===== config.mk =====
export PLATFORM = sky130hd
export DESIGN_NAME = ext_irq_entry
export DESIGN_NICKNAME = d
export VERILOG_FILES = /design/src/rtl/ext_irq_pkg.sv /design/src/rtl/ext_irq_recog.sv /design/src/rtl/ext_irq_vector.sv /design/src/rtl/ext_irq_msr_xform.sv /design/src/rtl/ext_irq_entry.sv
export SDC_FILE = /design/constraint.sdc
export NUM_CORES = 1
export LEC_CHECK = 0
export ABC_AREA = 1
export BUFFER_PORTS_ARGS = -buffer_cell sky130_fd_sc_hd__buf_2
export CORE_MARGIN = 4
export CORE_UTILIZATION = 25
export DETAILED_ROUTE_END_ITERATION = 7
export PLACE_DENSITY = 0.62
export SLEW_MARGIN = 15
export SYNTH_ARGS = -nofsm -noshare
export SYNTH_HDL_FRONTEND = slang
export SYNTH_SLANG_ARGS = --single-unit

===== constraint.sdc =====
create_clock -name clk -period 1.6 [get_ports clk]
set_input_delay 0.16 -clock clk [delete_from_list [all_inputs] [get_ports clk]]
set_output_delay 0.16 -clock clk [all_outputs]
set_load 0.01 [all_outputs]

===== src/rtl/ext_irq_pkg.sv =====
// Package: bit positions in the 32-bit machine state register, LSB-0 numbering.
// Assumes the surrounding core uses the same layout when it writes msr_next_o back.
package ext_irq_pkg;
    localparam int MSR_W     = 32;
    localparam int SRR1_KEEP = 16;   // low bits copied from MSR into SRR1

    localparam int B_POW  = 18;
    localparam int B_TGPR = 17;
    localparam int B_ILE  = 16;
    localparam int B_EE   = 15;
    localparam int B_PR   = 14;
    localparam int B_FP   = 13;
    localparam int B_ME   = 12;
    localparam int B_FE0  = 11;
    localparam int B_SE   = 10;
    localparam int B_BE   = 9;
    localparam int B_FE1  = 8;
    localparam int B_CE   = 7;
    localparam int B_IP   = 6;
    localparam int B_IR   = 5;
    localparam int B_DR   = 4;
    localparam int B_RI   = 1;
    localparam int B_LE   = 0;

    // Bits forced to zero when the handler is entered
    localparam logic [MSR_W-1:0] ENTRY_CLR_MASK =
        (MSR_W'(1) << B_POW) | (MSR_W'(1) << B_TGPR) | (MSR_W'(1) << B_EE)  |
        (MSR_W'(1) << B_PR)  | (MSR_W'(1) << B_FP)   | (MSR_W'(1) << B_FE0) |
        (MSR_W'(1) << B_SE)  | (MSR_W'(1) << B_BE)   | (MSR_W'(1) << B_FE1) |
        (MSR_W'(1) << B_IR)  | (MSR_W'(1) << B_DR)   | (MSR_W'(1) << B_RI);
endpackage


===== src/rtl/ext_irq_recog.sv =====
// Recognition gate: accepts the live request level at an instruction boundary
// when external interrupts are enabled. Assumes 'busy' is high in the cycle the
// previous entry's MSR write is landing, so that cycle is skipped.
module ext_irq_recog (
    input  logic irq,
    input  logic boundary,
    input  logic ee,
    input  logic busy,
    output logic take
);
    // Combine the recognition conditions; no state, so a dropped line is forgotten
    always_comb begin
        take = irq && boundary && ee && !busy;
    end
endmodule


===== src/rtl/ext_irq_vector.sv =====
// Handler address generator: picks the low or high base from the prefix bit
// and adds the fixed external-interrupt offset. Assumes the offset fits ADDR_W.
module ext_irq_vector #(
    parameter int          ADDR_W     = 32,
    parameter logic [31:0] VEC_OFFSET = 32'h0000_0500,
    parameter logic [31:0] HIGH_BASE  = 32'hFFF0_0000
) (
    input  logic              prefix,
    output logic [ADDR_W-1:0] target
);
    localparam logic [ADDR_W-1:0] LO_ADDR = ADDR_W'(VEC_OFFSET);
    localparam logic [ADDR_W-1:0] HI_ADDR = ADDR_W'(HIGH_BASE) + ADDR_W'(VEC_OFFSET);

    // Select the handler address for the current prefix setting
    always_comb begin
        target = prefix ? HI_ADDR : LO_ADDR;
    end
endmodule


===== src/rtl/ext_irq_msr_xform.sv =====
// State transform: builds the saved-state word and the handler-entry MSR from
// the current MSR. Purely combinational; bits not named in the clear mask pass through.
module ext_irq_msr_xform
    import ext_irq_pkg::*;
(
    input  logic [MSR_W-1:0] msr,
    output logic [MSR_W-1:0] srr1,
    output logic [MSR_W-1:0] msr_entry
);
    // Saved state: low half of MSR, upper half zero
    always_comb begin
        srr1 = '0;
        srr1[SRR1_KEEP-1:0] = msr[SRR1_KEEP-1:0];
    end

    // Entry MSR: clear the masked bits, then reload endian mode from the interrupt-endian bit
    always_comb begin
        msr_entry = msr & ~ENTRY_CLR_MASK;
        msr_entry[B_LE] = msr[B_ILE];
    end
endmodule


===== src/rtl/ext_irq_entry.sv =====
// Top: external interrupt entry. Samples the request at instruction boundaries
// and registers the redirect, SRR0/SRR1 and entry MSR for one taken cycle.
// Assumes the core writes the outputs to its registers in the taken cycle and
// presents the updated MSR on msr_i from the following cycle.
module ext_irq_entry
    import ext_irq_pkg::*;
#(
    parameter int          ADDR_W     = 32,
    parameter logic [31:0] VEC_OFFSET = 32'h0000_0500,
    parameter logic [31:0] HIGH_BASE  = 32'hFFF0_0000
) (
    input  logic              clk,
    input  logic              rst_n,
    input  logic              irq_i,
    input  logic              boundary_i,
    input  logic [31:0]       msr_i,
    input  logic [ADDR_W-1:0] next_pc_i,
    output logic              redirect_valid_o,
    output logic [ADDR_W-1:0] redirect_target_o,
    output logic [ADDR_W-1:0] srr0_o,
    output logic [31:0]       srr1_o,
    output logic [31:0]       msr_next_o,
    output logic              taken_o
);
    logic              take;
    logic [ADDR_W-1:0] vec_addr;
    logic [MSR_W-1:0]  srr1_d;
    logic [MSR_W-1:0]  msr_d;
    logic              taken_q;

    ext_irq_recog u_recog (
        .irq      (irq_i),
        .boundary (boundary_i),
        .ee       (msr_i[B_EE]),
        .busy     (taken_q),
        .take     (take)
    );

    ext_irq_vector #(
        .ADDR_W     (ADDR_W),
        .VEC_OFFSET (VEC_OFFSET),
        .HIGH_BASE  (HIGH_BASE)
    ) u_vector (
        .prefix (msr_i[B_IP]),
        .target (vec_addr)
    );

    ext_irq_msr_xform u_xform (
        .msr       (msr_i),
        .srr1      (srr1_d),
        .msr_entry (msr_d)
    );

    // Taken pulse register: one cycle per accepted request
    always_ff @(posedge clk) begin
        if (!rst_n) taken_q <= 1'b0;
        else        taken_q <= take;
    end

    // Entry payload registers: load on acceptance, hold otherwise
    always_ff @(posedge clk) begin
        if (!rst_n) begin
            redirect_target_o <= '0;
            srr0_o            <= '0;
            srr1_o            <= '0;
            msr_next_o        <= '0;
        end else if (take) begin
            redirect_target_o <= vec_addr;
            srr0_o            <= next_pc_i;
            srr1_o            <= srr1_d;
            msr_next_o        <= msr_d;
        end
    end

    assign taken_o          = taken_q;
    assign redirect_valid_o = taken_q;


    take_cause_chk: assert property (@(posedge clk) disable iff (!rst_n)
        taken_o |-> $past(irq_i && boundary_i && msr_i[B_EE]));


    no_back_to_back_chk: assert property (@(posedge clk) disable iff (!rst_n)
        taken_o |=> !taken_o);


    vector_sel_chk: assert property (@(posedge clk) disable iff (!rst_n)
        redirect_valid_o |->
            (($past(msr_i[B_IP]) == 1'b0) && (redirect_target_o == ADDR_W'(VEC_OFFSET))) ||
            (($past(msr_i[B_IP]) == 1'b1) &&
             (redirect_target_o == ADDR_W'(HIGH_BASE) + ADDR_W'(VEC_OFFSET))));


    srr0_save_chk: assert property (@(posedge clk) disable iff (!rst_n)
        taken_o |-> srr0_o == $past(next_pc_i));


    srr1_save_chk: assert property (@(posedge clk) disable iff (!rst_n)
        taken_o |-> (srr1_o[31:16] == 16'h0) && (srr1_o[15:0] == $past(msr_i[15:0])));


    ee_cleared_chk: assert property (@(posedge clk) disable iff (!rst_n)
        taken_o |-> !msr_next_o[B_EE] && !msr_next_o[B_PR] && !msr_next_o[B_IR]);


    endian_reload_chk: assert property (@(posedge clk) disable iff (!rst_n)
        taken_o |-> (msr_next_o[B_LE] == $past(msr_i[B_ILE])) &&
                    (msr_next_o[B_ME] == $past(msr_i[B_ME])));


    hold_chk: assert property (@(posedge clk) disable iff (!rst_n)
        (!taken_o && $past(rst_n)) |-> $stable(srr0_o) && $stable(msr_next_o));
endmodule


## Word-level counts from Yosys, hierarchy flattened

Cells that the tools add are included.

| storage, ports and cells | value |
|---|---|
| bits in registers | 101 |
| bits in latches | 0 |
| RAM bits | 0 |
| bits in read-only memories | 0 |
| output and inout port bits | 130 |
| word-level logic and storage cells | 10 |
| memories | 0 |

| cells by class | value |
|---|---|
| $add $sub $neg | 0 |
| multipliers | 0 |
| div/mod/pow operators | 0 |
| magnitude comparators | 0 |
| equality and inequality tests | 0 |
| shifts and indexed selects | 0 |
| mux-type cells | 1 |
| bitwise logic cells | 0 |
| reduce and logical (&&, ||, !) cells | 4 |

Operators by type and width:

| cell | number |
|---|---|
| 32-bit 2-to-1 mux | 1 |
| 1-bit logical AND | 3 |
| 1-bit zero test | 1 |

## Logic depth before layout (Yosys ltp)

Gate-level depths: netlist (run 1).

| logic depth | value |
|---|---|
| depth after elaboration | 3 |
| mapped depth | 6 |
| mapped depth without buffers | 5 |

## Cells and area by module

From an unflattened synthesis (run 1), not the netlist that was laid out.

| unflattened totals | value |
|---|---|
| cell total of the unflattened synthesis | 918 |
| area total of the unflattened synthesis | 6120.9 um2 |

Modules (own cells, without submodules):

| module | instances | cells each | area each (um2) | sequential area each (um2) |
|---|---|---|---|---|
| ext_irq_entry | 1 | 815 | 5371.4 | 2582.5 |
| ext_irq_msr_xform | 1 | 65 | 484.2 | 0.0 |
| ext_irq_vector | 1 | 34 | 247.7 | 0.0 |
| ext_irq_recog | 1 | 4 | 17.5 | 0.0 |

## Least setup slack after synthesis (run 1)

Ideal clock, no wire load.

| timing path | value |
|---|---|
| path type | register -> register |
| start point | register taken_q, in the netlist redirect_valid_o |
| end point | register msr_next_o[6] |
| library setup time | 64 ps |
| data arrival time | 977 ps |
| slack | 559 ps |
| stages on the path, launching flop included | 7 |
| path buffers | 1 |
| clock period less this slack | 1041 ps |
| cell sequence | dfxtp_1 > inv_2 > nand2_1 > nor2_4 > buf_2 > nor2_1 > nor2_1 |

| on the way | value |
|---|---|
| word-level cells in the longest chain between the ends | 2 |

RTL lines:

| item | RTL line | RTL |
|---|---|---|
| from (decl) | ext_irq_entry.sv:29 | `logic taken_q;` |
| from (signal assigned) | ext_irq_entry.sv:57 | `else taken_q <= take;` |
| 1-bit zero test | ext_irq_recog.sv:13 | `take = irq && boundary && ee && !busy;` |
| 1-bit logical AND | ext_irq_recog.sv:13 |  |
| to (signal assigned) | ext_irq_entry.sv:71 | `msr_next_o <= msr_d;` |
| to (decl) | ext_irq_entry.sv:22 | `output logic [31:0] msr_next_o,` |

No other way between the ends.
A chain may end at the register's enable or synchronous reset.

## Final worst setup path (run 1)

| timing path | value |
|---|---|
| start point | register taken_q, in the netlist redirect_valid_o |
| end point | register srr0_o[27] |

| on the way | value |
|---|---|
| word-level cells in the longest chain between the ends | 2 |

RTL lines:

| item | RTL line | RTL |
|---|---|---|
| 1-bit zero test | ext_irq_recog.sv:13 |  |
| 1-bit logical AND | ext_irq_recog.sv:13 |  |
| to (signal assigned) | ext_irq_entry.sv:69 | `srr0_o <= next_pc_i;` |
| to (decl) | ext_irq_entry.sv:20 | `output logic [ADDR_W-1:0] srr0_o,` |

No other way between the ends.

==> qor.txt, run 1 <==
Status -> complete, no violations
RSZ-0062 raised after global routing -> no
Final slew viol count -> 0
Reg2Reg Setup Slack -> 0.41 ns
Critical Path AT -> 1.45 ns
Initial antenna violation count -> 0
Hold_sp -> next_pc_i[8]
CTS tree -> built
Antenna-violating nets left -> 0
First-pass iteration count of the detailed router -> 4
Pwr Density -> 1060 nW/um2
Vias in the first global route -> 2588
Leak -> 0.00237 uW
Net Sw Frac -> 0.251
Util after Layout -> 0.334
Vias -> 2917
Clock network power share -> 0.466
IO Count -> 198
Die W -> 121 um
Final HPWL DP -> 6000 um
Diode count -> 0
Maximum achievable frequency -> 0.843 GHz
Placer Congestion -> 0.680
Min-Delay Path Depth -> 5
Post-CTS Setup Bufs -> 0
Worst vdd ir -> 0.391 mV
YS warnings -> 0
Post-Synthesis Cells -> 474
Synth Cell Area -> 3190 um2
CTS max path bufs -> 2
CORE AREA -> 12300 um2
Largest net degree at the start of global routing -> 49
Distinct cell type count after synthesis -> 15
RR Endpoint -> srr0_o[27]
Combinational share of power -> 0.139
Worst Setup End Kind -> flop
WL/cell -> 10.8 um
GRT Residual Overflow -> 0
Max_cap viols -> 0
Avg Inst Size Synth -> 6.72 um2
Required time of the critical path -> 1.87 ns
DRT Wirelength -> 8310 um
Crit Path Category -> reg2reg
Area Growth Syn to Fin -> 28.7%
Share of cells above drive strength 1 -> 0.292
Seq/Total Area, Yosys -> 0.402
Final period util -> 0.741
Cts repair resizes -> 0
Final Hold Viols -> 0
Starting DRT DRC Count -> 83
Sw power -> 1090 uW
Reg power frac -> 0.395
Reg2reg start -> redirect_valid_o
Reg clk slew, reported paths -> 0.06 ns
Clock Sinks -> 64
Startpoint Class -> flop
Internal -> 3270 uW
CTS Buf Count -> 9
Die extent in y -> 121 um
Vias per cell -> 3.80
Worst reg-to-reg path cell count -> 6
Starting Density -> 0.260
Worst Skew -> 0.00778 ns
WHS Endpoint -> srr0_o[8]
Flops & latches, synth -> 64
Setup violations, final -> 0
Final Critical Period -> 1.19 ns
Worst-Skew Late Latency -> 0.33 ns
Nets -> 664
GRT Overall Usage -> 0.114
Setup TNS -> 0 ns
# DRC -> 0
H-Tree Depth -> 3
Global-route wire length before repair -> 12900 um
Die area -> 14600 um2
Port buffer count -> 149
Hold Crit Class -> in2reg
Rows -> 40
Crit-path max FO -> 27
Filler cells -> 1352
Hold bufs inserted after CTS -> 0
Root Driver -> clkbuf_16
==> per-layer routing <==
layer	vias up	track usage	share of wire
met5	-	0	0
met4	0	0.0552	0.021
met3	11	0.0392	0.11
met2	138	0.176	0.44
met1	1234	0.141	0.43
li1	1534	-	-
==> cell usage after synthesis <==
cell / n / area [um2]
clkbuf_1: 2 / 7.51
nor2_4: 1 / 11.3
conb_1: 1 / 3.75
inv_2: 2 / 7.51
buf_2: 16 / 80.1
buf_4: 68 / 510
nand2_1: 62 / 233
inv_1: 63 / 236
nand3_1: 61 / 305
buf_1: 5 / 18.8
nor2_1: 126 / 473
nor2_2: 1 / 6.26
nand2_2: 1 / 6.26
dfxtp_1: 64 / 1280
nor3_1: 1 / 5.00
==> cells by family (layout without fill, tap and decap cells) <==
logic type    count (synthesis)  after routing  synth area share
flops                        64             64             0.402
other cells                   1             46           0.00118
buf+inv                     156            237             0.270
simple gates                253            253             0.326
==> worst max-delay path by stage <==
stage                     depth (start not counted)              from       endpoint  slack [ns]
final                                             6  redirect_valid_o     srr0_o[27]        0.41
after global placement                            6  redirect_valid_o     srr0_o[29]        0.42
after global routing                              6  redirect_valid_o     srr0_o[21]        0.28
after CTS                                         6  redirect_valid_o     srr0_o[17]        0.37
after detailed placement                          6  redirect_valid_o     srr0_o[27]        0.39
after floorplan                                   6  redirect_valid_o  msr_next_o[6]        0.56
==> layout make-up <==
type	count	area [um2]	share of cell area
Clock buffer	11	233	0.0568
Inverter	65	244	0.0595
Sequential cell	64	1280	0.313
Clock inverter	4	70.1	0.0171
Timing Repair Buffer	157	843	0.206
Tap cell	168	210	0.0513
Multi-Input combinational cell	299	1220	0.297
==> flip-flops by register name, summed over array words and instances (netlist names) <==
signal             count
redirect_target_o      1
srr0_o                32
redirect_valid_o       1
srr1_o                11
msr_next_o            19
==> power by group through the flow <==
| stage | Combinational (uW) | Clock, uW | Sequential [uW] |
|---|---|---|---|
| after floorplan | 435 | 0 | 1790 |
| after global placement | 613 | 0 | 1750 |
| after detailed placement | 613 | 0 | 1760 |
| after CTS | 615 | 2100 | 1720 |
| after global routing | 690 | 2170 | 1730 |
| final | 605 | 2030 | 1720 |
==> cells in the final DEF, fill, tap and decap left out <==
cell type  count
buf_2        149
nand3_1       61
clkbuf_1       2
nor3_1         1
buf_4          5
clkbuf_16      9
bufinv_16      2
nor2_1       126
buf_12         3
nor2_4         2
inv_2          2
nand2_1       62
nand2_2        1
clkinv_2       2
dfxtp_1       64
inv_1         63
conb_1        46
==> worst max-delay path: stages (launching register included) <==
cell	delay, ns
dfxtp_1	0.36
inv_2	0.06
nand2_1	0.09
nor2_4	0.12
buf_4	0.30
nor2_1	0.07
nor2_1	0.10
==> stage by stage <==
| step | instances | setup slack (ns) | hold slack, ns | total power [uW] | instance area [um2] |
|---|---|---|---|---|---|
| after floorplan | 519 | 0.559 | 0.348 | 2230 | 3350 |
| after global placement | 753 | 0.422 | 0.451 | 2370 | 3800 |
| after CTS | 768 | 0.375 | 0.116 | 4440 | 4100 |
| after detailed placement | 753 | 0.395 | 0.463 | 2370 | 3800 |
| after global routing | 768 | 0.280 | 0.148 | 4600 | 4100 |
| final | 768 | 0.414 | 0.133 | 4360 | 4100 |
(Power assumes the default switching activity.)
==> inputs of run 2 (changes only) <==
==> constraint.sdc (replaced) <==
create_clock -name clk -period 1.21 [get_ports clk]
set_input_delay 0.121 -clock clk [delete_from_list [all_inputs] [get_ports clk]]
set_output_delay 0.121 -clock clk [all_outputs]
set_load 0.01 [all_outputs]
==> run 2 against run 1 <==
Clock power is 51% higher. Maximum frequency hardly changed. Combinational power is 47% higher. Register-to-register slack worse by 0.39 ns. First-iteration DRC count is 7.2% lower. Sequential power is 32% higher. Core utilization is 2.5 points higher. Sequential share of layout area is 2.0 points lower. Global-route usage is 0.31 points lower. Critical path type unchanged. Largest cell class unchanged.
==> qor.txt, run 2 (synthesis gave the netlist of run 1 again) <==
Fin worst setup slack -> 0.0230 ns (-0.391 ns)
GRT Residual Overflow -> 0 (unchanged)
Rows -> 40 (unchanged)
CTS Buf Count -> 9 (unchanged)
Worst-Skew Late Latency -> 0.33 ns (about the same)
Final Critical Period -> 1.19 ns (+0.00103 ns)
Max_cap viols -> 0 (unchanged)
Antenna-violating nets left -> 0 (unchanged)
Leak -> 0.00251 uW (+5.7%)
Diode count -> 0 (unchanged)
Vias -> 2988 (+2.4%)
Largest net degree at the start of global routing -> 38 (-22%)
Port buffer count -> 149 (unchanged)
Worst Skew -> 0.00319 ns (-0.00458 ns)
Hold bufs inserted after CTS -> 0 (unchanged)
Hold Crit Class -> in2reg
Nets -> 675 (+1.7%)
Most common cell on crit path -> nor2_1
Vias in the first global route -> 2577 (-0.43%)
Most common cell after layout, fill and taps aside -> buf_2
CTS max path bufs -> 2 (unchanged)
Vias per cell -> 3.83 (+0.86%)
Final slew viol count -> 0 (unchanged)
Hold Slack -> 0.0675 ns (-0.0656 ns)
Initial antenna violation count -> 0 (unchanged)
WL/cell -> 11.8 um (+9.3%)
H-Tree Depth -> 3 (unchanged)
Reg clk slew, reported paths -> 0.05 ns (about the same)
Starting Density -> 0.260 (unchanged)
Cell breakdown of the critical path -> inv_2, nand2_4, nor2_4, buf_12, buf_8, nor2_1, nor2_1
Die W -> 121 um (unchanged)
Clock Sinks -> 64 (unchanged)
Status -> complete, no violations
Die area -> 14600 um2 (unchanged)
CP max stage cell -> dfxtp_4
Largest regs -> srr0_o x32, msr_next_o x19, srr1_o x11
Root Driver -> clkbuf_16
Net Sw Frac -> 0.243 (-0.00809)
Worst stage delay on the critical path -> 0.35 ns (about the same)
First-pass iteration count of the detailed router -> 4 (unchanged)
CORE AREA -> 12300 um2 (unchanged)
Pre-CTS setup slack -> 0.0740 ns (-0.321 ns)
# DRC -> 0 (unchanged)
Sw power -> 1510 uW (+38%)
Worst Setup End Kind -> flop
Top reg by flops -> srr0_o
Critical Path AT -> 1.45 ns (about the same)
IO Count -> 198 (unchanged)
Maximum achievable frequency -> 0.842 GHz (about the same)
Required time of the critical path -> 1.48 ns (-0.39 ns)
Internal -> 4710 uW (+44%)
Share of cells above drive strength 1 -> 0.319 (+0.0270)
Reg power frac -> 0.365 (-0.030)
Max reg flops -> 32 (unchanged)
Final Hold Viols -> 0 (unchanged)
Filler cells -> 1373 (+1.6%)
GRT Overall Usage -> 0.111 (-0.00313)
Worst vdd ir -> 0.895 mV (+130%)
Placer Congestion -> 0.708 (+4.0%)
Setup violations, final -> 0 (unchanged)
Final HPWL DP -> 6020 um (+0.23%)
Most frequent cells in the layout -> 149 x buf_2, 123 x nor2_1, 63 x inv_1, 62 x dfxtp_1
Pwr Density -> 1410 nW/um2 (+33%)
Area Growth Syn to Fin -> 38.1%
Combinational share of power -> 0.143 (+0.004)
Final period util -> 0.981 (+0.240)
CTS tree -> built
DRT Wirelength -> 9230 um (+11%)
Crit Path Category -> reg2reg
Crit-path max FO -> 9 (-67%)
Die extent in y -> 121 um (unchanged)
Global-route wire length before repair -> 12700 um (-1.8%)
Startpoint Class -> flop
Starting DRT DRC Count -> 77 (-7.2%)
Clock network power share -> 0.492 (+0.026)
RSZ-0062 raised after global routing -> yes
## run 2: cell count changes in the layout (fill, tap and decap cells not counted), moves of 3 or more
cell | before | now
nor2_2 | 0 | 3
clkbuf_16 | 9 | 12
nor2_1 | 126 | 123
buf_12 | 3 | 9
buf_6 | 0 | 3
## run 2: per-layer routing
layer  up-vias  share of wire  track usage
met5         -              0            0
met4         0          0.012       0.0382
met3        12          0.093       0.0410
met2       145           0.46        0.184
met1      1271           0.43        0.131
li1       1560              -            -
## run 2: power groups by stage
stage / logic (uW) / registers, uW / clock network [uW]
after floorplan: 575 / 2370 / 0
after global placement: 845 / 2320 / 0
after detailed placement: 842 / 2320 / 0
after CTS: 844 / 2280 / 3160
after global routing: 1000 / 2290 / 3260
final: 890 / 2270 / 3060
## run 2: path summary, 6_finish.rpt
path,cells after the start,slack [ns],end,startpoint
setup / recovery,7,0.02,srr0_o[0],redirect_valid_o
hold / removal,3,0.07,redirect_valid_o,msr_i[15]
setup reg to reg,7,0.02,srr0_o[0],redirect_valid_o
hold reg to reg,2,0.46,msr_next_o[25],msr_next_o[25]
## run 2: layout make-up
type	instances	area (um2)	area share
repair buffers	168	1070	0.244
multi-input cells	299	1230	0.280
clock buffers	11	253	0.0574
flip-flops and latches	64	1290	0.292
clock inverters	5	103	0.0233
inverters	65	244	0.0554
well taps	168	210	0.0478
## run 2: metrics by stage
step           utilization  std cells  setup TNS [ns]  area [um2]  total power [uW]
2_1_floorplan            -        519               0        3350              2950
4_1_cts              0.345        771               0        4230              6280
6_report             0.359        780               0        4400              6220
5_1_grt              0.359        780          -0.606        4400              6550
3_3_place_gp         0.316        755               0        3870              3160
3_5_place_dp         0.316        755               0        3870              3160
## run 2: worst max-delay path: cells and delay by family, from the launching register on
family	cells	cell delay, ns
buf+inv	3	0.38
flops	1	0.35
simple gates	4	0.38
## run 2: what timing repair did
item	CTS	global route
endpoints found under the setup margin	0	20
buffers inserted	0	2
resized for setup	0	9
==> inputs of run 3 (changes only) <==
--- a/config.mk
+++ b/config.mk
@@ -5,10 +5,11 @@
 export SDC_FILE = /design/constraint.sdc
 export NUM_CORES = 1
 export LEC_CHECK = 0
-export ABC_AREA = 1
+export ABC_AREA = 0
 export BUFFER_PORTS_ARGS = -buffer_cell sky130_fd_sc_hd__buf_2
 export CORE_MARGIN = 4
 export CORE_UTILIZATION = 25
+export CTS_CLUSTER_SIZE = 40
 export DETAILED_ROUTE_END_ITERATION = 7
 export PLACE_DENSITY = 0.62
 export SLEW_MARGIN = 15
==> run 3 against run 2 <==
The flow now finishes with violations (setup timing). Core utilization decreased by 2.4 points. Worst hold slack worse by 0.022 ns. Via count fell by 19%. Flip-flop and latch count did not move. Sequential power decreased by 2%. Maximum frequency decreased by 5.5%. Sequential share of layout area up 2.6 points. Non-clock buffer count down 7.
==> qor.txt, run 3 <==
Top reg by flops -> srr0_o
Critical Path AT -> 1.50 ns (+0.05 ns)
Max_cap viols -> 0 (unchanged)
Synth Cell Area -> 3080 um2 (-3.2%)
Setup violations, final -> 56 (+56)
Distinct cell type count after synthesis -> 11 (-4)
Crit Path Category -> reg2reg
Starting DRT DRC Count -> 69 (-10%)
Initial antenna violation count -> 0 (unchanged)
Most frequent cell after synthesis -> nand2_1
DRT Wirelength -> 7330 um (-21%)
Starting Density -> 0.256 (-0.00409)
Clock Sinks -> 64 (unchanged)
Final Critical Period -> 1.26 ns (+0.0693 ns)
Die extent in y -> 119 um (-1.5%)
Largest net degree at the start of global routing -> 57 (+50%)
Placed Area -> 3600 um2 (-7.0%)
Pre-CTS setup slack -> -0.0386 ns (-0.113 ns)
Design Area, Final -> 4040 um2 (-8.3%)
CORE AREA -> 12100 um2 (-1.6%)
Area Growth Syn to Fin -> 30.9%
Worst-Skew Late Latency -> 0.32 ns (about the same)
Most common cell after layout, fill and taps aside -> buf_2
WL/cell -> 11.5 um (-3.0%)
Most frequent cells in the layout -> 148 x buf_2, 122 x nand2_1, 62 x dfxtp_1, 61 x mux2i_1, 46 x conb_1
Top cells by area, synth -> dfxtp_1 42%, mux2i_1 20%, buf_4 16%, nand2_1 15%, buf_12 4.5%
Share of cells above drive strength 1 -> 0.376 (+0.0572)
Pwr Density -> 1300 nW/um2 (-7.8%)
Diode count -> 0 (unchanged)
Fin worst setup slack -> -0.0463 ns (-0.0693 ns)
Violated checks -> setup timing
Nets -> 537 (-20%)
Uppermost layer routed -> met4
Total Power -> 5260 uW (-15%)
Hold bufs inserted after CTS -> 0 (unchanged)
Vias -> 2418 (-19%)
Hold Crit Class -> in2reg
Yosys top cell area share -> 0.415 (+0.0132)
Routed wl met2 -> 3510 um (-18%)
Global-route wire length before repair -> 9980 um (-21%)
YS warnings -> 0 (unchanged)
Reg clk slew, reported paths -> 0.05 ns (about the same)
Placer Congestion -> 0.656 (-7.3%)
Largest regs -> srr0_o x32, msr_next_o x19, srr1_o x11
CTS Buf Count -> 9 (unchanged)
Startpoint Class -> flop
CTS max path bufs -> 2 (unchanged)
Flops & latches, synth -> 64 (unchanged)
Worst Skew -> 0.00243 ns (-0.000762 ns)
Metal3 WL -> 688 um (-20%)
Post-synth EDFFs -> 0 (unchanged)
Crit-path max FO -> 9 (unchanged)
Antenna-violating nets left -> 0 (unchanged)
Maximum achievable frequency -> 0.796 GHz (-5.5%)
Reg2Reg Setup Slack -> -0.05 ns (-0.07 ns)
RSZ-0062 raised after global routing -> yes
H-Tree Depth -> 3 (unchanged)
Worst vdd ir -> 0.509 mV (-43%)
Required time of the critical path -> 1.46 ns (-0.02 ns)
Area leader, netlist -> dfxtp_1
GRT Residual Overflow -> 0 (unchanged)
# DRC -> 0 (unchanged)
IO Count -> 198 (unchanged)
Commonest cells in the netlist -> 122 x nand2_1, 67 x buf_4, 64 x dfxtp_1, 61 x mux2i_1
Worst Setup End Kind -> flop
Hold Slack -> 0.0455 ns (-0.0220 ns)
Vias per cell -> 3.78 (-1.2%)
Final Hold Viols -> 0 (unchanged)
Die W -> 119 um (-1.5%)
Die area -> 14200 um2 (-3.0%)
CTS tree -> built
Max reg flops -> 32 (unchanged)
Rows -> 40 (unchanged)
Ys flop type -> dfxtp_1
Final HPWL DP -> 4880 um (-19%)
DRT met1 WL -> 3010 um (-24%)
Port buffer count -> 149 (unchanged)
First-pass iteration count of the detailed router -> 4 (unchanged)
Util after Layout -> 0.335 (-0.0242)
Leak -> 0.00200 uW (-20%)
Post-synthesis async set-or-reset flop share -> 0 (unchanged)
Root Driver -> clkbuf_16
Post-Synthesis Cells -> 339 (-28%)
Final slew viol count -> 0 (unchanged)
Seq/Total Area, Yosys -> 0.415 (+0.0132)
Final period util -> 1.04 (+0.0573)
Filler cells -> 1265 (-7.9%)
GRT Overall Usage -> 0.0867 (-0.0240)
Vias in the first global route -> 2198 (-15%)
Status -> finished, violations left
Avg Inst Size Synth -> 9.10 um2 (+35%)
[run 3: cell types whose count changed after synthesis, moves of 7 or more]
cell     change
nor2_1     -126
inv_1       -63
mux2i_1     +61
nand3_1     -61
nand2_1     +60
buf_2       -10
buf_12       +7
[run 3: what timing repair did]
action / 4_1_cts / 5_1_grt
gates cloned: 0 / 6
resized for setup: 0 / 3
endpoints found under the setup margin: 36 / 75
buffers inserted: 0 / 1
[run 3: path summary, 6_finish.rpt]
path                     from         to  cells after the start
min reg2reg         srr1_o[1]  srr1_o[1]                      2
max reg2reg  redirect_valid_o  srr0_o[3]                      4
max          redirect_valid_o  srr0_o[3]                      4
min              next_pc_i[8]  srr0_o[8]                      3
[run 3: worst max-delay path: stages, from the launching register on]
cell	delay, ns
dfxtp_2	0.32
and4b_4	0.33
buf_12	0.16
clkbuf_16	0.19
mux2i_1	0.19
[run 3: per-layer routing]
layer | up-vias | track usage
li1 | 1219 | -
met1 | 1071 | 0.0939
met2 | 121 | 0.144
met3 | 7 | 0.0366
met4 | 0 | 0.0456
met5 | - | 0
[run 3: cell type report]
type / instances / area, um2 / area share
clock buffers: 13 / 280 / 0.0694
multi-input cells: 233 / 1280 / 0.316
flip-flops and latches: 64 / 1280 / 0.318
well taps: 168 / 210 / 0.0521
repair buffers: 161 / 986 / 0.244
[run 3: power breakdown]
part / internal (uW) / leakage, uW / switching [uW]
clock: 1570 / 0.000140 / 834
sequential: 2190 / 0.000521 / 39.4
combinational: 281 / 0.00134 / 346
[run 3: logic make-up after synthesis]
group	synth area share
AOI/OAI and AO/OA	0.00487
buffers and inverters	0.227
DFF	0.415
muxes	0.198
other	0.00122
and+or+nand+nor	0.154
[run 3: metrics by stage]
stage               std cells  TNS [ns]
global route              639     -4.54
CTS                       632    -0.908
global placement          619         0
finish                    639     -1.04
floorplan                 384         0
detailed placement        619    -0.584
